==> config.mk <==
export PLATFORM = sky130hd
export DESIGN_NAME = qpp_addr_gen
export DESIGN_NICKNAME = d
export VERILOG_FILES = /design/src/rtl/qpp_pkg.sv /design/src/rtl/qpp_modadd.sv /design/src/rtl/qpp_walker.sv /design/src/rtl/qpp_lane.sv /design/src/rtl/qpp_addr_gen.sv
export SDC_FILE = /design/constraint.sdc
export NUM_CORES = 2
export LEC_CHECK = 0
export BUFFER_PORTS_ARGS = -buffer_cell sky130_fd_sc_hd__buf_2
export CORE_ASPECT_RATIO = 0.6
export CORE_MARGIN = 2
export CORE_UTILIZATION = 40
export DETAILED_ROUTE_END_ITERATION = 8
export GPL_TIMING_DRIVEN = 0
export PLACE_DENSITY = 0.63
export SLEW_MARGIN = 20
export SYNTH_ARGS = -nofsm -noshare
export SYNTH_HDL_FRONTEND = slang
export SYNTH_SLANG_ARGS = --single-unit
==> constraint.sdc <==
create_clock -name clk -period 24.5 [get_ports clk]
set_input_delay 0 -clock clk [delete_from_list [all_inputs] [get_ports clk]]
set_output_delay 0 -clock clk [all_outputs]
set_load 0.005 [all_outputs]
==> src/rtl/qpp_pkg.sv <==
package qpp_pkg;
  localparam int QPP_LANES = 8;
  localparam int QPP_KW    = 13;
  localparam int QPP_OFFW  = 10;
  localparam int QPP_KMIN  = 40;
  localparam int QPP_KMAX  = 6144;

  typedef enum logic [1:0] {
    ST_IDLE  = 2'd0,
    ST_PREP  = 2'd1,
    ST_SETUP = 2'd2,
    ST_RUN   = 2'd3
  } qpp_state_t;
endpackage

==> src/rtl/qpp_modadd.sv <==
module qpp_modadd #(
  parameter int W = 13
) (
  input  logic [W-1:0] a,
  input  logic [W-1:0] b,
  input  logic [W-1:0] k,
  output logic [W-1:0] s
);
  logic [W:0] sum;
  logic [W:0] kx;

  always_comb begin
    sum = {1'b0, a} + {1'b0, b};
    kx  = {1'b0, k};
    if (sum >= kx) s = W'(sum - kx);
    else           s = W'(sum);
  end
endmodule

==> src/rtl/qpp_walker.sv <==
module qpp_walker #(
  parameter int LANES = 8,
  parameter int KW    = 13,
  parameter int OFFW  = 10
) (
  input  logic             clk,
  input  logic             rst_n,
  input  logic             go,
  input  logic [KW-1:0]    k,
  input  logic [KW-1:0]    g0,
  input  logic [KW-1:0]    step2,
  input  logic [KW-1:0]    m,
  output logic [LANES-1:0] cap,
  output logic [KW-1:0]    w_pi,
  output logic [KW-1:0]    w_g,
  output logic             done
);
  localparam int BW = $clog2(LANES);

  logic            active;
  logic [BW-1:0]   lane;
  logic [OFFW-1:0] sub;
  logic [KW-1:0]   nxt_pi, nxt_g;
  logic            sub_wrap;

  qpp_modadd #(.W(KW)) u_pi (.a(w_pi), .b(w_g),   .k(k), .s(nxt_pi));
  qpp_modadd #(.W(KW)) u_g  (.a(w_g),  .b(step2), .k(k), .s(nxt_g));

  assign sub_wrap = (KW'(sub) == m - KW'(1));
  assign done     = active && (sub == '0) && (lane == BW'(LANES - 1));

  always_comb begin
    cap = '0;
    if (active && sub == '0) cap[lane] = 1'b1;
  end

  always_ff @(posedge clk or negedge rst_n) begin
    if (!rst_n) begin
      active <= 1'b0;
      lane   <= '0;
      sub    <= '0;
      w_pi   <= '0;
      w_g    <= '0;
    end else if (go) begin
      active <= 1'b1;
      lane   <= '0;
      sub    <= '0;
      w_pi   <= '0;
      w_g    <= g0;
    end else if (active) begin
      if (done) begin
        active <= 1'b0;
      end else begin
        w_pi <= nxt_pi;
        w_g  <= nxt_g;
        if (sub_wrap) begin
          sub  <= '0;
          lane <= lane + BW'(1);
        end else begin
          sub <= sub + OFFW'(1);
        end
      end
    end
  end

  p_walk_below_k_r2: assert property (@(posedge clk) disable iff (!rst_n)
    active |-> (w_pi < k) && (w_g < k));
endmodule

==> src/rtl/qpp_lane.sv <==
module qpp_lane #(
  parameter int LANES = 8,
  parameter int KW    = 13,
  parameter int OFFW  = 10
) (
  input  logic                    clk,
  input  logic                    rst_n,
  input  logic                    load,
  input  logic [KW-1:0]           ld_pi,
  input  logic [KW-1:0]           ld_g,
  input  logic                    adv,
  input  logic                    vld,
  input  logic [KW-1:0]           k,
  input  logic [KW-1:0]           step2,
  input  logic [KW-1:0]           m,
  input  logic [LANES*KW-1:0]     thr,
  output logic [$clog2(LANES)-1:0] bank,
  output logic [OFFW-1:0]         off
);
  localparam int BW = $clog2(LANES);

  logic [KW-1:0] pi_q, g_q, nxt_pi, nxt_g, base;

  qpp_modadd #(.W(KW)) u_pi (.a(pi_q), .b(g_q),   .k(k), .s(nxt_pi));
  qpp_modadd #(.W(KW)) u_g  (.a(g_q),  .b(step2), .k(k), .s(nxt_g));

  always_ff @(posedge clk or negedge rst_n) begin
    if (!rst_n) begin
      pi_q <= '0;
      g_q  <= '0;
    end else if (load) begin
      pi_q <= ld_pi;
      g_q  <= ld_g;
    end else if (adv) begin
      pi_q <= nxt_pi;
      g_q  <= nxt_g;
    end
  end

  always_comb begin
    bank = '0;
    base = '0;
    for (int b = 1; b < LANES; b++) begin
      if (pi_q >= thr[b*KW +: KW]) begin
        bank = BW'(b);
        base = thr[b*KW +: KW];
      end
    end
    off = OFFW'(pi_q - base);
  end

  p_off_below_m_r3: assert property (@(posedge clk) disable iff (!rst_n)
    vld |-> (KW'(off) < m) && (pi_q < k));
endmodule

==> src/rtl/qpp_addr_gen.sv <==
module qpp_addr_gen
  import qpp_pkg::*;
#(
  parameter int LANES = QPP_LANES,
  parameter int KW    = QPP_KW,
  parameter int OFFW  = QPP_OFFW,
  parameter int KMIN  = QPP_KMIN,
  parameter int KMAX  = QPP_KMAX
) (
  input  logic                    clk,
  input  logic                    rst_n,
  input  logic                    start,
  input  logic [KW-1:0]           blk_len,
  input  logic [KW-1:0]           coef_a,
  input  logic [KW-1:0]           coef_b,
  input  logic                    out_ready,
  output logic                    out_valid,
  output logic                    out_last,
  output logic [LANES*$clog2(LANES)-1:0] out_bank,
  output logic [LANES*OFFW-1:0]   out_off,
  output logic                    busy,
  output logic                    err
);
  localparam int BW = $clog2(LANES);

  qpp_state_t      st;
  logic [KW-1:0]   k_q, fa_q, fb_q;
  logic [OFFW-1:0] icnt;
  logic [KW-1:0]   m_w, g0, step2;
  logic [LANES*KW-1:0] thr;
  logic            k_ok, hs, go, walk_done;
  logic [LANES-1:0] cap;
  logic [KW-1:0]   w_pi, w_g;
  logic [LANES-1:0] bank_mask;

  assign m_w  = k_q >> BW;
  assign k_ok = (blk_len[BW-1:0] == '0) && (blk_len >= KW'(KMIN)) &&
                (blk_len <= KW'(KMAX));
  assign out_valid = (st == ST_RUN);
  assign busy      = (st != ST_IDLE);
  assign hs        = out_valid && out_ready;
  assign out_last  = out_valid && (KW'(icnt) == m_w - KW'(1));
  assign go        = (st == ST_PREP);

  qpp_modadd #(.W(KW)) u_g0 (.a(fa_q), .b(fb_q), .k(k_q), .s(g0));
  qpp_modadd #(.W(KW)) u_s2 (.a(fb_q), .b(fb_q), .k(k_q), .s(step2));

  for (genvar j = 0; j < LANES; j++) begin : g_thr
    assign thr[j*KW +: KW] = KW'(m_w * KW'(j));
  end

  qpp_walker #(.LANES(LANES), .KW(KW), .OFFW(OFFW)) u_walk (
    .clk(clk), .rst_n(rst_n), .go(go), .k(k_q), .g0(g0), .step2(step2),
    .m(m_w), .cap(cap), .w_pi(w_pi), .w_g(w_g), .done(walk_done)
  );

  for (genvar j = 0; j < LANES; j++) begin : g_lane
    qpp_lane #(.LANES(LANES), .KW(KW), .OFFW(OFFW)) u_lane (
      .clk(clk), .rst_n(rst_n), .load(cap[j]), .ld_pi(w_pi), .ld_g(w_g),
      .adv(hs), .vld(out_valid), .k(k_q), .step2(step2), .m(m_w), .thr(thr),
      .bank(out_bank[j*BW +: BW]), .off(out_off[j*OFFW +: OFFW])
    );
  end

  always_ff @(posedge clk or negedge rst_n) begin
    if (!rst_n) begin
      st   <= ST_IDLE;
      k_q  <= '0;
      fa_q <= '0;
      fb_q <= '0;
      icnt <= '0;
      err  <= 1'b0;
    end else begin
      unique case (st)
        ST_IDLE: if (start) begin
          if (k_ok) begin
            err  <= 1'b0;
            k_q  <= blk_len;
            fa_q <= coef_a;
            fb_q <= coef_b;
            st   <= ST_PREP;
          end else begin
            err <= 1'b1;
          end
        end
        ST_PREP:  st <= ST_SETUP;
        ST_SETUP: if (walk_done) begin
          icnt <= '0;
          st   <= ST_RUN;
        end
        ST_RUN: if (hs) begin
          if (out_last) st <= ST_IDLE;
          else          icnt <= icnt + OFFW'(1);
        end
        default: st <= ST_IDLE;
      endcase
    end
  end

  always_comb begin
    bank_mask = '0;
    for (int j = 0; j < LANES; j++) bank_mask[out_bank[j*BW +: BW]] = 1'b1;
  end

  p_err_novalid_r1: assert property (@(posedge clk) disable iff (!rst_n)
    err |-> !out_valid);
  p_banks_distinct_r4: assert property (@(posedge clk) disable iff (!rst_n)
    out_valid |-> ($countones(bank_mask) == LANES));
  p_hold_r5: assert property (@(posedge clk) disable iff (!rst_n)
    (out_valid && !out_ready) |=> out_valid && $stable(out_bank) && $stable(out_off));
  p_last_drop_r6: assert property (@(posedge clk) disable iff (!rst_n)
    (hs && out_last) |=> !out_valid && !busy);
  p_start_ignored_r7: assert property (@(posedge clk) disable iff (!rst_n)
    (busy && start) |=> $stable(k_q) && $stable(fa_q) && $stable(fb_q));
endmodule

==> metrics.yaml <==
critPathLaunch: "k_q[9]"
ys_warn_count: 0
fmax_mhz: 83.4
period_minus_slack_ns: 11.98
status: "finished, violations left"
cts_setup_buffers: 0
p_switching_uw: 3630
grt_pass1_vias: 57100
synth-async-reset-ratio: 1.00
cts_buffer_depth: 3
insertion_delay_ns: 0.66
synth_top_family_by_area: "compound AO/OA/AOI/OAI gates"
p_leak_uw: 0.0322
synth_fp_nets: 8551
viasPerCell: 6.49
cp_slowest_cell: "clkinv_2"
p_int_uw: 3160
h-tree-depth: 2
crit_path_end: "out_off[19]"
critPathArrivalTime_ns: 11.98
violations: "hold timing"
fin_crit_sh: 0.489
cts_root_buf: "clkbuf_16"
drive_gt1_frac: 0.0671
fin_nets: 8830
chipHeight_um: 299
synth_seq_cells: 300
pwr-share-clk: 0.093
ys_seq_area_frac: 0.130
syn_avg_cell_area_um2: 8.00
maxCapViolations: 0
stdcell_area_mm2: 0.0640
grt_use_total: 0.346
syn2layout_area_growth_pct: 10.5
synth.area.mux_share: 0.0327
timing.final.hold_violations: 3
synth_edf_count: 0
die_w_um: 495
clock_skew_ns: 0.0750
synth.largest_area_cell: "ha_1"
r2r-end: "g_lane[3].u_lane.g_q[3]"
numPortBuffers: 150
min_path_type: "in2async"
rsz0062_at_grt: "no"
synth-adder-area-share: 0.283
cts_made_buffers: 37
initialDrtViolationCount: 8476
grt-ovfl-total: 0
fin_cells: 9471
worstSetupEndpointType: "output port"
setup_viol: 0
reg2reg_depth: 32
synth_top_area_frac: 0.262
grt_first_pass_wirelength_um: 383000
final.fill_count: 14200
cpMostUsedCell: "o21ai_0"
synth_commonest_cells: "ha_1 (1213), a21oi_1 (686), nand2_1 (583)"
dr.pass1.iters: 6
comb_power_share: 0.755
tritoncts: "yes"
netlist_top_cells_area: "ha_1 (26%), dfrtp_1 (13%), a21oi_1 (5.9%)"
synth_area_mm2: 0.0579
clk_pin_slew_ns: 0.08
worst_ep_required_time_ns: 24.50
tns_ns: 0
critPathTopFamily: "buffers and inverters"
tightestPinTransition_ns: 1.37
startpoint_type: "flop"
ir_drop_mv: 0.130
io_pins: 151
multi_input_area_mm2: 0.0484
wl_per_cell_um: 28.1
synthCells: 7236
dp_cells: 9359
hold_ws_ns: -0.0116
vias: 61400
max-slew-margin-rel: 0.0864
crit_type: "reg2out"
dieArea_mm2: 0.148
seq_power_share: 0.152
path_buf_inv: 6
drcViolationCount: 0
critPathMaxStageDelay_ns: 0.98
finalMaxSlewViolations: 0
placed_cell_area_mm2: 0.0623
crit_cells: 30
r2r-start: "k_q[3]"
num_rows: 108
drt_wl_total_um: 266000
regArea_mm2: 0.00751
yosysMostFrequentCell: "ha_1"
synth-compound-area-share: 0.286
initial_core_util: 0.402
drt.antenna.violating_nets: 0
swShare: 0.535
gp_congestion: 1.04
core_area_mm2: 0.144
synth_simple_gate_area_share: 0.151
cp_max_fo: 25
r2r_slack_ns: 12.74
ys_types: 99
antenna_found_initial: 19
cts.sinks: 300
grt_max_degree: 87
power_density_mw_per_mm2: 106
synth_xor_xnor_area_share: 0.0786
ys.flop_type: "dfrtp_1"
hpwlAfterDp_um: 202000
-- power groups by stage --
stage	Sequential, µW	Combinational (µW)	Clock (µW)
2_1_floorplan	784	3490	0
5_1_grt	1020	5610	655
3_3_place_gp	1020	4870	0
4_1_cts	1010	5000	632
3_5_place_dp	1020	4960	0
6_report	1030	5120	632
-- cell type report --
class | instances | area share
tap | 1925 | 0.0376
inverter | 329 | 0.0198
multi-input combinational | 6355 | 0.756
antenna | 5 | 0.000195
timing repair buffer | 240 | 0.0320
clock buffer | 48 | 0.0160
buffer | 252 | 0.0167
clock inverter | 17 | 0.00420
sequential | 300 | 0.117
-- cell families after synthesis --
group / after synthesis
xor+xnor: 512
mux: 186
simple gates: 1848
fa+ha+maj: 1277
buf+inv: 581
flops: 300
compound gates: 2532
-- flip-flops by register name, indices dropped and copies added (netlist names) --
| signal | count |
|---|---|
| err | 1 |
| g_lane.u_lane.g_q | 104 |
| u_walk.w_g | 13 |
| fb_q | 13 |
| u_walk.sub | 10 |
| st | 2 |
| u_walk.w_pi | 13 |
| g_lane.u_lane.pi_q | 104 |
| icnt | 10 |
| fa_q | 13 |
| u_walk.lane | 3 |
| k_q | 13 |
| u_walk.active | 1 |
-- per-layer routing --
metal / global-route usage / part of all wire / vias to the layer above
met5: 0 / 0.00020 / -
met3: 0.119 / 0.14 / 516
li1: - / - / 27800
met4: 0.0896 / 0.029 / 8
met2: 0.472 / 0.38 / 3590
met1: 0.509 / 0.45 / 29600
-- placed cells by master (no fill, tap or decap), types with 61 or more instances in the layout --
cell      Yosys  routed
nor2_1      451     449
ha_1       1213    1213
mux2i_1     159     158
buf_2        27     198
dfrtp_1     300     298
clkbuf_1    192     183
a21oi_1     686     681
nor2b_1      95      95
o21a_1      114     114
nand2_1     583     583
nor3_1      160     159
inv_1       321     309
nand2b_1     63      63
o21ai_0     531     529
a221oi_1     61      61
nand3_1     137     137
a21o_1      317     317
xnor2_1     330     315
and3_1       86      86
xor2_1      177     170
a211oi_1    130     129
-- worst min path at each step --
stage          startpoint                       end  slack, ns  cells past startpoint
6_report            rst_n   g_lane[3].u_lane.g_q[6]      -0.01                      2
2_1_floorplan       rst_n                       err      -0.30                      0
5_1_grt             rst_n   g_lane[3].u_lane.g_q[6]       0.05                      2
3_3_place_gp   coef_a[11]                  fa_q[11]       0.20                      3
3_5_place_dp        rst_n  g_lane[3].u_lane.g_q[11]       0.05                      1
4_1_cts             rst_n   g_lane[3].u_lane.g_q[6]       0.01                      2
-- per-stage QoR --
| step | total power, µW | worst slack [ns] | util |
|---|---|---|---|
| final | 6790 | 12.52 | 0.444 |
| after global routing | 7290 | 12.20 | 0.444 |
| after CTS | 6650 | 13.08 | 0.444 |
| after detailed placement | 5980 | 13.15 | 0.432 |
| after global placement | 5890 | 7.96 | 0.424 |
| after floorplan | 4270 | 15.48 | - |
-- repair_timing --
item / 4_1_cts / 5_1_grt
gates resized for setup: 0 / 0
hold endpoints to repair: 184 / 0
hold buffers: 41 / 0
Note: power is estimated with default switching activity, not from simulation.
